**config.mk**
```make
export PLATFORM = sky130hd
export DESIGN_NAME = rx_ring_fetcher
export DESIGN_NICKNAME = d
export VERILOG_FILES = /design/src/rtl/rrf_pkg.sv /design/src/rtl/rrf_fetch_fsm.sv /design/src/rtl/rrf_space.sv /design/src/rtl/rx_ring_fetcher.sv
export SDC_FILE = /design/constraint.sdc
export NUM_CORES = 1
export LEC_CHECK = 0
export ABC_AREA = 1
export BUFFER_PORTS_ARGS = -buffer_cell sky130_fd_sc_hd__buf_2
export CAP_MARGIN = 20
export CORE_ASPECT_RATIO = 1.2
export CORE_UTILIZATION = 27
export CTS_BUF_LIST = sky130_fd_sc_hd__clkbuf_2
export DETAILED_ROUTE_END_ITERATION = 16
export GPL_TIMING_DRIVEN = 0
export PLACE_DENSITY = 0.53
export SLEW_MARGIN = 0
export SYNTH_ARGS = -nofsm -noshare
export SYNTH_HDL_FRONTEND = slang
export SYNTH_SLANG_ARGS = --single-unit
```
**constraint.sdc**
```tcl
create_clock -name clk -period 3.76 [get_ports clk]
set_input_delay 0.188 -clock clk [delete_from_list [all_inputs] [get_ports clk]]
set_output_delay 0.188 -clock clk [all_outputs]
set_load 0.01 [all_outputs]
```
**src/rtl/rrf_pkg.sv**
```systemverilog
package rrf_pkg;
    typedef enum logic [1:0] {
        ST_IDLE,
        ST_ISSUE,
        ST_AWAIT,
        ST_FINISH
    } fetch_state_t;

    localparam int unsigned ENTRY_FIELDS = 4;
    localparam int unsigned FLD_ADDR_LO  = 0;
    localparam int unsigned FLD_ADDR_HI  = 1;
    localparam int unsigned FLD_CNT_LO   = 2;
    localparam int unsigned FLD_CNT_HI   = 3;
endpackage

```
**src/rtl/rrf_fetch_fsm.sv**
```systemverilog
module rrf_fetch_fsm
    import rrf_pkg::*;
#(
    parameter int unsigned FW = 16,
    parameter int unsigned AW = 32,
    parameter int unsigned NF = ENTRY_FIELDS,
    localparam int unsigned IW = $clog2(NF),
    localparam int unsigned SH_N = $clog2(FW / 8),
    localparam int unsigned SH_W = SH_N + 1
) (
    input  logic          clk,
    input  logic          rst_n,
    input  logic          start,
    input  logic          wide,
    input  logic [AW-1:0] base_addr,
    output logic          mem_req_valid,
    output logic [AW-1:0] mem_req_addr,
    input  logic          mem_req_ready,
    input  logic          mem_rsp_valid,
    input  logic [FW-1:0] mem_rsp_data,
    output logic          busy,
    output logic          field_we,
    output logic [IW-1:0] field_idx,
    output logic [FW-1:0] field_data,
    output logic          done
);
    fetch_state_t state, nxt;
    logic [IW-1:0] idx;
    logic          last_field;

    assign last_field = (idx == IW'(NF - 1));

    // state register
    always_ff @(posedge clk) begin
        if (!rst_n) state <= ST_IDLE;
        else        state <= nxt;
    end

    // field counter
    always_ff @(posedge clk) begin
        if (!rst_n)                                  idx <= '0;
        else if (state == ST_IDLE)                   idx <= '0;
        else if (state == ST_AWAIT && mem_rsp_valid) idx <= idx + 1'b1;
    end

    always_comb begin
        nxt = state;
        unique case (state)
            ST_IDLE:   if (start)         nxt = ST_ISSUE;
            ST_ISSUE:  if (mem_req_ready) nxt = ST_AWAIT;
            ST_AWAIT:  if (mem_rsp_valid) nxt = last_field ? ST_FINISH : ST_ISSUE;
            ST_FINISH:                    nxt = ST_IDLE;
            default:                      nxt = ST_IDLE;
        endcase
    end

    // outputs
    always_comb begin
        mem_req_valid = 1'b0;
        field_we      = 1'b0;
        done          = 1'b0;
        busy          = 1'b1;
        unique case (state)
            ST_IDLE:   busy          = 1'b0;
            ST_ISSUE:  mem_req_valid = 1'b1;
            ST_AWAIT:  field_we      = mem_rsp_valid;
            ST_FINISH: done          = 1'b1;
            default:   busy          = 1'b0;
        endcase
    end

    assign mem_req_addr = wide ? base_addr + (AW'(idx) << SH_W)
                               : base_addr + (AW'(idx) << SH_N);
    assign field_idx  = idx;
    assign field_data = mem_rsp_data;


    req_hold_chk: assert property (@(posedge clk) disable iff (!rst_n)
        (mem_req_valid && !mem_req_ready) |=> (mem_req_valid && $stable(mem_req_addr)));


    busy_release_chk: assert property (@(posedge clk) disable iff (!rst_n)
        done |=> !busy);
endmodule

```
**src/rtl/rrf_space.sv**
```systemverilog
module rrf_space
    import rrf_pkg::*;
#(
    parameter int unsigned FW = 16,
    parameter int unsigned NF = ENTRY_FIELDS,
    parameter logic [FW-1:0] EOB_RST = 16'h02F8,
    localparam int unsigned IW = $clog2(NF)
) (
    input  logic            clk,
    input  logic            rst_n,
    input  logic            field_we,
    input  logic [IW-1:0]   field_idx,
    input  logic [FW-1:0]   field_data,
    input  logic            pkt_done,
    input  logic [FW-1:0]   pkt_bytes,
    input  logic            eob_we,
    input  logic [FW-1:0]   eob_wdata,
    output logic [2*FW-1:0] buf_addr,
    output logic [2*FW-1:0] buf_words,
    output logic [FW-1:0]   eob,
    output logic            last_in_buf
);
    logic [2*FW-1:0] remain_nxt;
    logic            low_space;

    assign remain_nxt = buf_words - (2*FW)'(pkt_bytes >> 1);
    assign low_space  = remain_nxt < (2*FW)'(eob);

    always_ff @(posedge clk) begin
        if (!rst_n) begin
            buf_addr    <= '0;
            buf_words   <= '0;
            last_in_buf <= 1'b0;
        end else begin
            last_in_buf <= pkt_done && !field_we && low_space;
            if (field_we) begin
                case (field_idx)
                    IW'(FLD_ADDR_LO): buf_addr[FW-1:0]     <= field_data;
                    IW'(FLD_ADDR_HI): buf_addr[2*FW-1:FW]  <= field_data;
                    IW'(FLD_CNT_LO):  buf_words[FW-1:0]    <= field_data;
                    IW'(FLD_CNT_HI):  buf_words[2*FW-1:FW] <= field_data;
                    default: ;
                endcase
            end else if (pkt_done) begin
                buf_words <= remain_nxt;
            end
        end
    end

    always_ff @(posedge clk) begin
        if (!rst_n)      eob <= EOB_RST;
        else if (eob_we) eob <= eob_wdata & ~FW'(1);
    end


    low_space_chk: assert property (@(posedge clk) disable iff (!rst_n)
        last_in_buf |-> (buf_words < (2*FW)'($past(eob))));
endmodule

```
**src/rtl/rx_ring_fetcher.sv**
```systemverilog
module rx_ring_fetcher
    import rrf_pkg::*;
#(
    parameter int unsigned FW = 16,
    parameter logic [FW-1:0] EOB_RST = 16'h02F8,
    localparam int unsigned NF = ENTRY_FIELDS,
    localparam int unsigned IW = $clog2(NF),
    localparam int unsigned AW = 2 * FW,
    localparam logic [FW-1:0] STEP_N = FW'(NF * FW / 8),
    localparam logic [FW-1:0] STEP_W = FW'(2 * NF * FW / 8)
) (
    input  logic          clk,
    input  logic          rst_n,
    input  logic          wide_mode,
    input  logic [FW-1:0] upper_addr,
    input  logic [FW-1:0] ring_start,
    input  logic [FW-1:0] ring_end,
    input  logic [FW-1:0] ring_wr,
    input  logic          rd_ptr_we,
    input  logic [FW-1:0] rd_ptr_wdata,
    input  logic          fetch_cmd,
    input  logic          rbe_clr,
    input  logic          irq_mask,
    input  logic          eob_we,
    input  logic [FW-1:0] eob_wdata,
    input  logic          pkt_done,
    input  logic [FW-1:0] pkt_bytes,
    output logic          mem_req_valid,
    output logic [AW-1:0] mem_req_addr,
    input  logic          mem_req_ready,
    input  logic          mem_rsp_valid,
    input  logic [FW-1:0] mem_rsp_data,
    output logic          busy,
    output logic [FW-1:0] rd_ptr,
    output logic          rbe,
    output logic          irq,
    output logic [AW-1:0] buf_addr,
    output logic [AW-1:0] buf_words,
    output logic [FW-1:0] eob,
    output logic          last_in_buf
);
    logic          start, done, field_we;
    logic [IW-1:0] field_idx;
    logic [FW-1:0] field_data;
    logic [FW-1:0] ptr_adv, ptr_nxt;

    assign start   = !busy && (fetch_cmd || rbe_clr || last_in_buf);
    assign ptr_adv = rd_ptr + (wide_mode ? STEP_W : STEP_N);
    assign ptr_nxt = (ptr_adv == ring_end) ? ring_start : ptr_adv;

    rrf_fetch_fsm #(.FW(FW), .AW(AW), .NF(NF)) u_fsm (
        .clk(clk), .rst_n(rst_n), .start(start), .wide(wide_mode),
        .base_addr({upper_addr, rd_ptr}),
        .mem_req_valid(mem_req_valid), .mem_req_addr(mem_req_addr),
        .mem_req_ready(mem_req_ready), .mem_rsp_valid(mem_rsp_valid),
        .mem_rsp_data(mem_rsp_data), .busy(busy), .field_we(field_we),
        .field_idx(field_idx), .field_data(field_data), .done(done)
    );

    rrf_space #(.FW(FW), .NF(NF), .EOB_RST(EOB_RST)) u_space (
        .clk(clk), .rst_n(rst_n), .field_we(field_we), .field_idx(field_idx),
        .field_data(field_data), .pkt_done(pkt_done), .pkt_bytes(pkt_bytes),
        .eob_we(eob_we), .eob_wdata(eob_wdata), .buf_addr(buf_addr),
        .buf_words(buf_words), .eob(eob), .last_in_buf(last_in_buf)
    );

    always_ff @(posedge clk) begin
        if (!rst_n)         rd_ptr <= '0;
        else if (done)      rd_ptr <= ptr_nxt;
        else if (rd_ptr_we) rd_ptr <= rd_ptr_wdata;
    end

    // set on retire wins over a same-cycle clear
    always_ff @(posedge clk) begin
        if (!rst_n)                          rbe <= 1'b0;
        else if (done && ptr_nxt == ring_wr) rbe <= 1'b1;
        else if (rbe_clr)                    rbe <= 1'b0;
    end

    assign irq = rbe && irq_mask;


    rbe_set_chk: assert property (@(posedge clk) disable iff (!rst_n)
        $rose(rbe) |-> $past(done));


    ptr_hold_chk: assert property (@(posedge clk) disable iff (!rst_n)
        (!done && !rd_ptr_we) |=> $stable(rd_ptr));
endmodule

```
# Yosys cells after proc, flatten, opt, wreduce, memory -nomap -nowiden
# Cells that the tools add are included.
[totals] wordCells=70 regBits=101 out_inout_bits=133
[op_classes] n_mux=20 order_cmp=1 n_bitwise=1 reduce_logical=20 n_addsub=5 eq_ne=13
[op_table] operator="$mux 32" n=3
[op_table] operator="$mux 16" n=5
[op_table] operator="$add 32x3->32" n=1
[op_table] operator="$add 32x4->32" n=1
[op_table] operator="$eq 16x16->1" n=2
[op_table] operator="$lt 32x16->1" n=1
[op_table] operator="$sub 32x15->32" n=1
[op_table] operator="$add 16x5->16" n=1
[op_table] operator="$ne 2x2->1 const B" n=5
[op_table] operator="$eq 2x2->1 const B" n=4
[op_table] operator="$mux 2" n=4
[op_table] operator="$pmux 2 s4" n=1
[op_table] operator="$reduce_and 2->1" n=4
[op_table] operator="$logic_and 1x1->1" n=6
[op_table] operator="$mux 1" n=6
[op_table] operator="$reduce_bool 2->1" n=3
[op_table] operator="$mux 5" n=1
[op_table] operator="$eq 2x1->1 const B" n=2
[op_table] operator="$logic_not 2->1" n=2
[op_table] operator="$reduce_and 3->1" n=1
[op_table] operator="$add 2x1->2 const B" n=1
[op_table] operator="$logic_or 1x1->1" n=2
[op_table] operator="$reduce_or 2->1" n=1
[op_table] operator="$logic_not 1->1" n=1
[op_table] operator="$not 1->1" n=1

# Longest topological paths before layout
# Gate-level depths: netlist of run 1.
[depth] depth_word=7 depth_mapped=23 depth_no_buf=22

# Hierarchy
# From an unflattened synthesis of run 1, not the netlist that was laid out.
[hier_totals] hier_cells=1466 hier_area_um2=8765.9
[modules_own_cells] mod="rrf_space" seq_area_each_um2=1601.5 n_inst=1 area_per_inst_um2=5118.7 cells_each=788
[modules_own_cells] mod="rx_ring_fetcher" seq_area_each_um2=340.3 n_inst=1 area_per_inst_um2=2154.6 cells_each=405
[modules_own_cells] mod="rrf_fetch_fsm" seq_area_each_um2=80.1 n_inst=1 area_per_inst_um2=1492.7 cells_each=273

# Worst setup path after synthesis of run 1
# OpenSTA, ideal clock, no wires.
[synth_timing] path_kind="reg-to-reg" from="reg u_space.buf_words[0]" to="reg u_space.last_in_buf" setup_ps=64 synth_period_minus_slack_ps=3022 arrival_time_ps=2958 setup_slack_ps=738 n_path_buf=0 path_stages_with_launch=20 cell_sequence="dfxtp_1 -> inv_1 -> ha_1 -> inv_1 -> fa_1 -> nand3_1 -> nand2_1 -> a21oi_1 -> o21bai_1 -> a21boi_0 -> o21ai_0 -> xor2_1 -> ha_1 -> nand2_1 -> o21ai_0 -> nor4_1 -> nand2_1 -> nor2_1 -> nand3_1 -> nor2_1"
[synth_between] elab_chain_cells=3
[synth_lines] item="from (decl)" line="rrf_space.sv:19" source="output logic [2*FW-1:0] buf_words,"
[synth_lines] item="from (signal, indexed assignment)" line="rrf_space.sv:40" source="IW'(FLD_CNT_LO): buf_words[FW-1:0] <= field_data;"
[synth_lines] item="from (signal, indexed assignment)" line="rrf_space.sv:41" source="IW'(FLD_CNT_HI): buf_words[2*FW-1:FW] <= field_data;"
[synth_lines] item="from (signal assigned)" line="rrf_space.sv:45" source="buf_words <= remain_nxt;"
[synth_lines] item="$sub 32x15->32" line="rrf_space.sv:26" source="assign remain_nxt = buf_words - (2*FW)'(pkt_bytes >> 1);"
[synth_lines] item="$lt 32x16->1" line="rrf_space.sv:27" source="assign low_space = remain_nxt < (2*FW)'(eob);"
[synth_lines] item="$logic_and 1x1->1" line="rrf_space.sv:35" source="last_in_buf <= pkt_done && !field_we && low_space;"
[synth_lines] item="to (signal assigned)" line="rrf_space.sv:35"
[synth_lines] item="to (decl)" line="rrf_space.sv:21" source="output logic last_in_buf"
# Every way passes these cells.
# A chain may end at the register's enable or synchronous reset.

# Worst setup path after layout of run 1
[layout_timing] from="reg rd_ptr[3]" to="reg rbe"
[layout_between] elab_chain_cells=6 word_cells_on_any_way=7
[layout_lines] item="from (decl)" line="rx_ring_fetcher.sv:34" source="output logic [FW-1:0] rd_ptr,"
[layout_lines] item="from (signal assigned)" line="rx_ring_fetcher.sv:69" source="else if (done) rd_ptr <= ptr_nxt;"
[layout_lines] item="from (signal assigned)" line="rx_ring_fetcher.sv:70" source="else if (rd_ptr_we) rd_ptr <= rd_ptr_wdata;"
[layout_lines] item="$add 16x5->16 *" line="rx_ring_fetcher.sv:48" source="assign ptr_adv = rd_ptr + (wide_mode ? STEP_W : STEP_N);"
[layout_lines] item="$eq 16x16->1" line="rx_ring_fetcher.sv:49" source="assign ptr_nxt = (ptr_adv == ring_end) ? ring_start : ptr_adv;"
[layout_lines] item="$mux 16 *" line="rx_ring_fetcher.sv:49"
[layout_lines] item="$eq 16x16->1 *" line="rx_ring_fetcher.sv:76" source="else if (done && ptr_nxt == ring_wr) rbe <= 1'b1;"
[layout_lines] item="$logic_and 1x1->1 *" line="rx_ring_fetcher.sv:76"
[layout_lines] item="$mux 1 / $reduce_bool 2->1 (equally long branches)"
[layout_lines] item="to (signal assigned)" line="rx_ring_fetcher.sv:75" source="if (!rst_n) rbe <= 1'b0;"
[layout_lines] item="to (signal assigned)" line="rx_ring_fetcher.sv:76"
[layout_lines] item="to (signal assigned)" line="rx_ring_fetcher.sv:77" source="else if (rbe_clr) rbe <= 1'b0;"
[layout_lines] item="to (decl)" line="rx_ring_fetcher.sv:35" source="output logic rbe,"
# Mark *: on every way between the ends. The rest lies on a longest branch, timed or not.

==> results.md, run 1 <==
* DRT Wirelength at 32100 um
* First-pass DRT Iterations at 5
* Die W at 155 um
* Fin area at 0.0108 mm2
* Total global-route track usage at 21.9%
* Worst path required time at 4.40 ns
* Buf/Inv on CP at 4
* Reg2Reg Depth at 23
* Post-synthesis register bit count at 101
* Setup TNS at 0 ns
* Post-synth top area share at 26.6%
* Worst Setup Path Type: reg -> reg
* Final Hold Viols at 0
* Clk slew on worst S/H paths at 0.38 ns
* Routed via count at 9474
* Setup Skew at between 0.06 and 0.07 ns
* Top post-synthesis cells by area: dfxtp_1, nand2_1, inv_1
* Core area at 0.0274 mm2
* CP Launch Type: flip-flop
* H-tree Lvls at 3
* Port bufs at 268
* Maximum clock path buffer count at 2
* Antenna Nets Post-Route at 0
* Max-slew headroom at between 40 and 50%
* Clock root cell: clkbuf_2
* CP endpoint kind: flip-flop
* Final nets at 1778
* CTS tree: yes
* Peak supply drop at 0.185 mV
* WP data arrival at 4.19 ns
* Mapped cell area at 0.00761 mm2
* GRT overflow at 0
* Top FF cell, synth: dfxtp_1
* R2R Path End: rbe
* Reg2reg setup slack at 0.21 ns
* Fin Hold WS at 0.0680 ns
* Dpl cell area at 0.00942 mm2
* P_leak at 0.00543 uW
* Hold depth at 5
* Drt first-iter violations at 504
* Area Overhead vs Synth at 41.3%
* Hold Path End: rd_ptr[3]
* IO Pins at 272
* Die area at 0.0289 mm2
* Initial Utilization at 27.8%
* Reg2reg start: rd_ptr[3]
* Yosys warns at 0
* F_max at 282 MHz
* Slew @ Worst Pin at 0.798 ns
* Vias/cell at 4.79
* Rows at 66
* Yosys cell types at 43
* Most frequent cell after synthesis: nand2_1
* Largest net degree at the start of global routing at 22
* Final Wtd Congestion at 0.913
* Via count of the first global-routing pass at 9147
* CP peak stage delay at 0.54 ns
* Dpl hpwl at 25200 um
* Hold Startpoint: ring_start[3]
* Die Span Y at 186 um
* # DRC at 0
* RSZ-0062 raised after global routing: yes
* PwrDens at 327 mW/mm2
* First-pass GRT wire length at 48300 um
* Most instantiated cells after synthesis: nand2_1, inv_1, dfxtp_1, nand3_1, nor2_1
* Dpl ws at -0.0843 ns
* Part of the cycle the worst path needs at 94.3%
* Most Frequent Cell on Critical Path: nand2_1
* Syn nets at ~1400
* Final Max Tran Viols at 0
* Share of cells above drive strength 1 at 21.5%
* Mapped Avg Cell Area at 6.32 um2
* Avg WL per Cell at 16.2 um
* Seq/Total Area, Yosys at a little over a quarter
* Critical-path top delay cell: dlygate4sd3_1
* Cells after synthesis at between 1000 and 1500
* EDFF count, synth at 0
* Crit path max fanout at 10
* Synth area leader: dfxtp_1
* Initial antenna violation count at 1
* Post-synthesis async set-or-reset flop share at 0%
* CTS Sinks at 101
* Final WS setup at 0.213 ns
* Clk_lat worst skew at 0.66 ns
* Status: finished, final reports clean
* HP Class: in -> reg
* # Max-Cap Violations at 0
* Cells along the critical path: ha_1, fa_2, inv_2, nand2_1, nand2_1, inv_1, nand2_1, nand4_1, nor2_1, nand2_1, nor2_4, nand3_2, buf_6, nand2_1, nand2_1, nand2_1, nand2_1, nor2_1, dlygate4sd3_1, nand2_1, nor2_1, nand3_1, a21oi_1
* Placed Instances at 1846
* Setup Viol. Count Final at 0
* Layout Cells excl Fill at about 2000
* Min Tclk post-route at 3.55 ns
* Total CTS buffers at 9
* CP top delay family: simple AND/OR/NAND/NOR gates
[worst register-to-register path: stages, from the launching register on]
cell,delay [ns]
dfxtp_4,0.42
ha_1,0.20
fa_2,0.42
inv_2,0.10
nand2_1,0.06
nand2_1,0.13
inv_1,0.08
nand2_1,0.06
nand4_1,0.07
nor2_1,0.12
nand2_1,0.10
nor2_4,0.17
nand3_2,0.10
buf_6,0.15
nand2_1,0.07
nand2_1,0.12
nand2_1,0.09
nand2_1,0.06
nor2_1,0.09
dlygate4sd3_1,0.54
nand2_1,0.05
nor2_1,0.11
nand3_1,0.11
a21oi_1,0.13
[repair_timing]
action                                  CTS  global route
hold buffers                            101             0
endpoints found under the setup margin    6             8
endpoints found under the hold margin    97             0
buffers inserted                          4             8
gates resized for setup                  13            19
pin swaps                                 1             3
[kinds of logic (layout without fill, tap and decap cells)]
logic type               count (synthesis)  after routing  synth area share (%)
AO/OA/AOI/OAI                          220            220                  16.2
adder cells (fa/ha/maj)                 43             43                  7.47
flip-flops                             101            101                  26.6
buffers and inverters                  216            613                  11.1
other                                    1              2                0.0493
XOR/XNOR                                55             55                  6.33
AND/OR/NAND/NOR                        568            568                  32.3
[cell type report]
class                   count  area, um2
clock buffers               9       45.0
flip-flops and latches    101       2040
clock inverters             7       83.8
repair buffers            381       2440
diodes                      1       2.50
multi-input cells         887       4830
plain buffers              46        206
inverters                 170        638
well taps                 374        468
fillers                  3056      16700
[report_power, final]
group	switching, uW	leakage [uW]	internal [uW]
logic	961	0.00452	651
clock network	485	0.0000780	121
registers	122	0.000833	1170
[worst max-delay path by stage]
stage | start | to | slack, ns | cells after the start
6_report | rd_ptr[3] | rbe | 0.21 | 23
5_1_grt | rd_ptr[3] | rbe | -0.03 | 22
4_1_cts | u_space.buf_words[2] | u_space.last_in_buf | 0.005 | 17
3_5_place_dp | u_space.buf_words[0] | u_space.last_in_buf | -0.08 | 19
3_3_place_gp | u_space.buf_words[0] | u_space.last_in_buf | -0.007 | 19
2_1_floorplan | u_space.buf_words[0] | u_space.last_in_buf | 0.74 | 19
[routing by layer]
layer	track usage, %	part of all wire (%)	up-vias
li1	-	-	4735
met1	24.0	40	4311
met2	41.0	50	361
met3	3.52	5.8	67
met4	10.0	4.0	0
met5	0	0	-
[flip-flops by register name, summed over array words and instances, names as in the netlist]
signal / count
u_space.buf_addr: 32
u_space.buf_words: 32
rd_ptr: 16
u_space.eob: 15
u_fsm.field_idx: 2
u_fsm.state: 2
rbe: 1
u_space.last_in_buf: 1
[per-stage QoR]
step	total power, uW	util, %
detailed placement	2780	34.4
global placement	2770	34.4
floorplan	2230	-
CTS	3510	38.8
finish	3510	39.2
global route	3800	39.2
[layout by cell type, fill, tap and decap left out, types with 10 or more instances in the layout]
cell type,count
a31oi_1,31
xnor2_1,17
xor2_1,38
buf_4,18
nor3_1,14
inv_1,164
o21ai_0,68
nor2_1,80
a21oi_1,76
nand3_1,93
nand2_1,317
clkbuf_1,36
dfxtp_1,95
nand4_1,27
o221ai_1,10
ha_1,39
o211ai_1,11
buf_2,268
dlygate4sd3_1,101
Power figures use the tool's default switching activity.
==> run 2: changes to the inputs <==
--- a/config.mk
+++ b/config.mk
@@ -10,7 +10,7 @@
 export CAP_MARGIN = 20
 export CORE_ASPECT_RATIO = 1.2
 export CORE_UTILIZATION = 27
-export CTS_BUF_LIST = sky130_fd_sc_hd__clkbuf_2
+export CTS_CLUSTER_SIZE = 24
 export DETAILED_ROUTE_END_ITERATION = 16
 export GPL_TIMING_DRIVEN = 0
 export PLACE_DENSITY = 0.53
==> run 2 against run 1 <==
Effect of this change:
- sequential power barely moved
- global-route usage fell by 0.75 points
- cell area fell by 9.3%
- core utilization fell by 3.6 points
- fmax barely moved
- critical path depth fell by 12
- via count fell by 5.1%
- sequential share of layout area rose by 1.8 points
- non-clock buffer count fell by 113
- clock skew fell by 0.051 ns
- worst hold slack got worse by 0.023 ns
- routed wire length fell by 4.0%
- critical path type is now reg -> out
- largest cell class unchanged
- highest routed layer is now met5
==> results.md, run 2 (synthesized netlist as in run 1, its figures left out) <==
* Share of cells above drive strength 1 at 21.5% (about the same)
* # Max-Cap Violations at 0 (unchanged)
* First-pass GRT wire length at 46500 um (-3.7%)
* Core area at 0.0274 mm2 (unchanged)
* Clock root cell: clkbuf_16
* HP Class: in -> reg
* Seq pwr share at 34.2% (-2.7 points)
* PwrDens at 387 mW/mm2 (+18%)
* Sw Ratio at 41.8% (-2.8 points)
* Die Span Y at 186 um (unchanged)
* Hold Path End: u_space.eob[5]
* Part of the cycle the worst path needs at 94.4% (about the same)
* CP endpoint kind: output pin
* Reg2reg start: u_space.buf_words[2]
* GRT overflow at 0 (unchanged)
* CP Launch Type: flip-flop
* Area of the multi-input gates at 0.00477 mm2 (-1.1%)
* Final Max Tran Viols at 0 (unchanged)
* Setup TNS at 0 ns (unchanged)
* Die area at 0.0289 mm2 (unchanged)
* Crit path max fanout at 5 (-5)
* Cts repair resizes at 3 (-10)
* M3 GR Usage at 3.91% (+0.40 points)
* Postcts setup bufs at 0 (-4)
* FILL cells at 3136 (+2.6%)
* Vias/cell at 4.83 (+0.68%)
* Avg WL per Cell at 16.5 um (+1.9%)
* Commonest non-fill, non-tap cell in the layout: nand2_1
* Min Tclk post-route at 3.55 ns (+0.00120 ns)
* Via count of the first global-routing pass at 8604 (-5.9%)
* Antenna Nets Post-Route at 0 (unchanged)
* Initial antenna violation count at 1 (unchanged)
* Maximum clock path buffer count at 2 (unchanged)
* Worst Setup Path Type: reg -> out
* Total CTS buffers at 9 (unchanged)
* Busiest grt layer: met2
* Status: finished, final reports clean
* RSZ-0062 raised after global routing: yes
* Total power at 3770 uW (+7.3%)
* Finished Core Util at 35.6% (-3.6 points)
* # DRC at 0 (unchanged)
* F_max at 282 MHz (about the same)
* Sw Pwr at 1570 uW (+0.47%)
* Total global-route track usage at 21.1% (-0.75 points)
* CTS tree: yes
* Clk_lat worst skew at 0.36 ns (-0.30 ns)
* Reg area at 0.00202 mm2 (-0.86%)
* M2 GR Usage at 38.7% (-2.3 points)
* Routed via count at 8988 (-5.1%)
* Combinational power share at 39.1% (-6.8 points)
* IO Pins at 272 (unchanged)
* ANT cells at 0 (-1)
* GR Util met1 at 23.6% (-0.41 points)
* CTS Sinks at 101 (unchanged)
* Fin area at 0.00975 mm2 (-9.3%)
* Port bufs at 268 (unchanged)
* Setup Viol. Count Final at 0 (unchanged)
* P_leak at 0.00502 uW (-7.7%)
* Setup Skew at 0.0138 ns (-0.0505 ns)
* Final Hold Viols at 0 (unchanged)
* # hold bufs at CTS at 0 (-100%)
* First-pass DRT Iterations at 5 (unchanged)
* Hold depth at 3 (-2)
* Dpl cell area at 0.00942 mm2 (unchanged)
* WP data arrival at 3.36 ns (-0.83 ns)
* Drt first-iter violations at 512 (+1.6%)
* Die W at 155 um (unchanged)
* Rows at 66 (unchanged)
* Worst path required time at 3.57 ns (-0.83 ns)
* Final nets at 1665 (-6.4%)
* Clk slew on worst S/H paths at 0.09 ns (-0.29 ns)
* Peak supply drop at 0.229 mV (+23%)
* H-tree Lvls at 3 (unchanged)
* Clock power share at 26.6% (+9.3 points)
* Reg2reg setup slack at 0.23 ns (+0.02 ns)
* Slew @ Worst Pin at 0.780 ns (-0.0175 ns)
* DRT Wirelength at 30800 um (-4.0%)
* Max-slew headroom at 48.0% (+1.2 points)
* Top flop regs: u_space.buf_addr x32, u_space.buf_words x32, rd_ptr x16
* Internal power at 2200 uW (+13%)
* Area Overhead vs Synth at 28.2%
* Hold Startpoint: eob_wdata[5]
* Most frequent cells in the layout: nand2_1, buf_2, inv_1
* Largest net degree at the start of global routing at 22 (unchanged)
* Initial Utilization at 27.8% (unchanged)
* Dpl hpwl at 25200 um (unchanged)
* Reg2Reg Depth at 17 (-26%)
* R2R Path End: u_space.last_in_buf
* Final Wtd Congestion at 0.913 (unchanged)
==> run 2: changes by cell type in the layout (fill, tap and decap cells not counted), sizes merged <==
cell | previous run | this run
clkbuf | 46 | 45
buf | 289 | 278
diode | 1 | 0
dlygate4sd3 | 101 | 0
==> run 2: cell type report <==
cell class | count | share of cell area [%]
inverters | 170 | 6.54
repair buffers | 268 | 13.8
flip-flops and latches | 101 | 20.7
multi-input cells | 887 | 48.9
clock inverters | 7 | 0.859
clock buffers | 9 | 2.31
plain buffers | 46 | 2.09
well taps | 374 | 4.80
==> run 2: worst max-delay path: stages, from the launching register on <==
cell	delay, ns
dfxtp_1	0.48
ha_1	0.22
inv_1	0.06
fa_1	0.37
or2_2	0.34
o21ai_0	0.16
o21ai_1	0.21
nor4_2	0.29
nand3_1	0.26
nor4_1	0.29
xor2_1	0.17
buf_2	0.14
==> run 2: per-layer routing <==
layer / share of wire, % / vias to the layer above
met3: 6.4 / 60
met5: 0.032 / -
met1: 40 / 4064
met4: 4.0 / 2
li1: - / 4511
met2: 49 / 351
==> run 2: through the flow <==
step,setup WS (ns),hold WS [ns],cells
final,0.212,0.0450,1862
after global routing,-0.106,0.0535,1862
after CTS,0.0258,0.0296,1862
after detailed placement,-0.0843,0.412,1846
after global placement,-0.00710,0.407,1846
after floorplan,0.738,0.310,1204
==> run 2: how the worst max path moves through the flow <==
stage                                     from                  end  cells past startpoint
after CTS                            rd_ptr[1]     mem_req_addr[29]                     11
after floorplan           u_space.buf_words[0]  u_space.last_in_buf                     19
after global routing      u_space.buf_words[0]  u_space.last_in_buf                     19
after detailed placement  u_space.buf_words[0]  u_space.last_in_buf                     19
after global placement    u_space.buf_words[0]  u_space.last_in_buf                     19
final                                rd_ptr[1]     mem_req_addr[29]                     11
==> run 2: power groups by stage <==
stage                     Combinational [uW]  Clock [uW]  Sequential [uW]
after floorplan                          907           0             1320
after CTS                               1470        1040             1290
after global routing                    1670        1080             1310
final                                   1480        1000             1290
after global placement                  1450           0             1310
after detailed placement                1460           0             1310
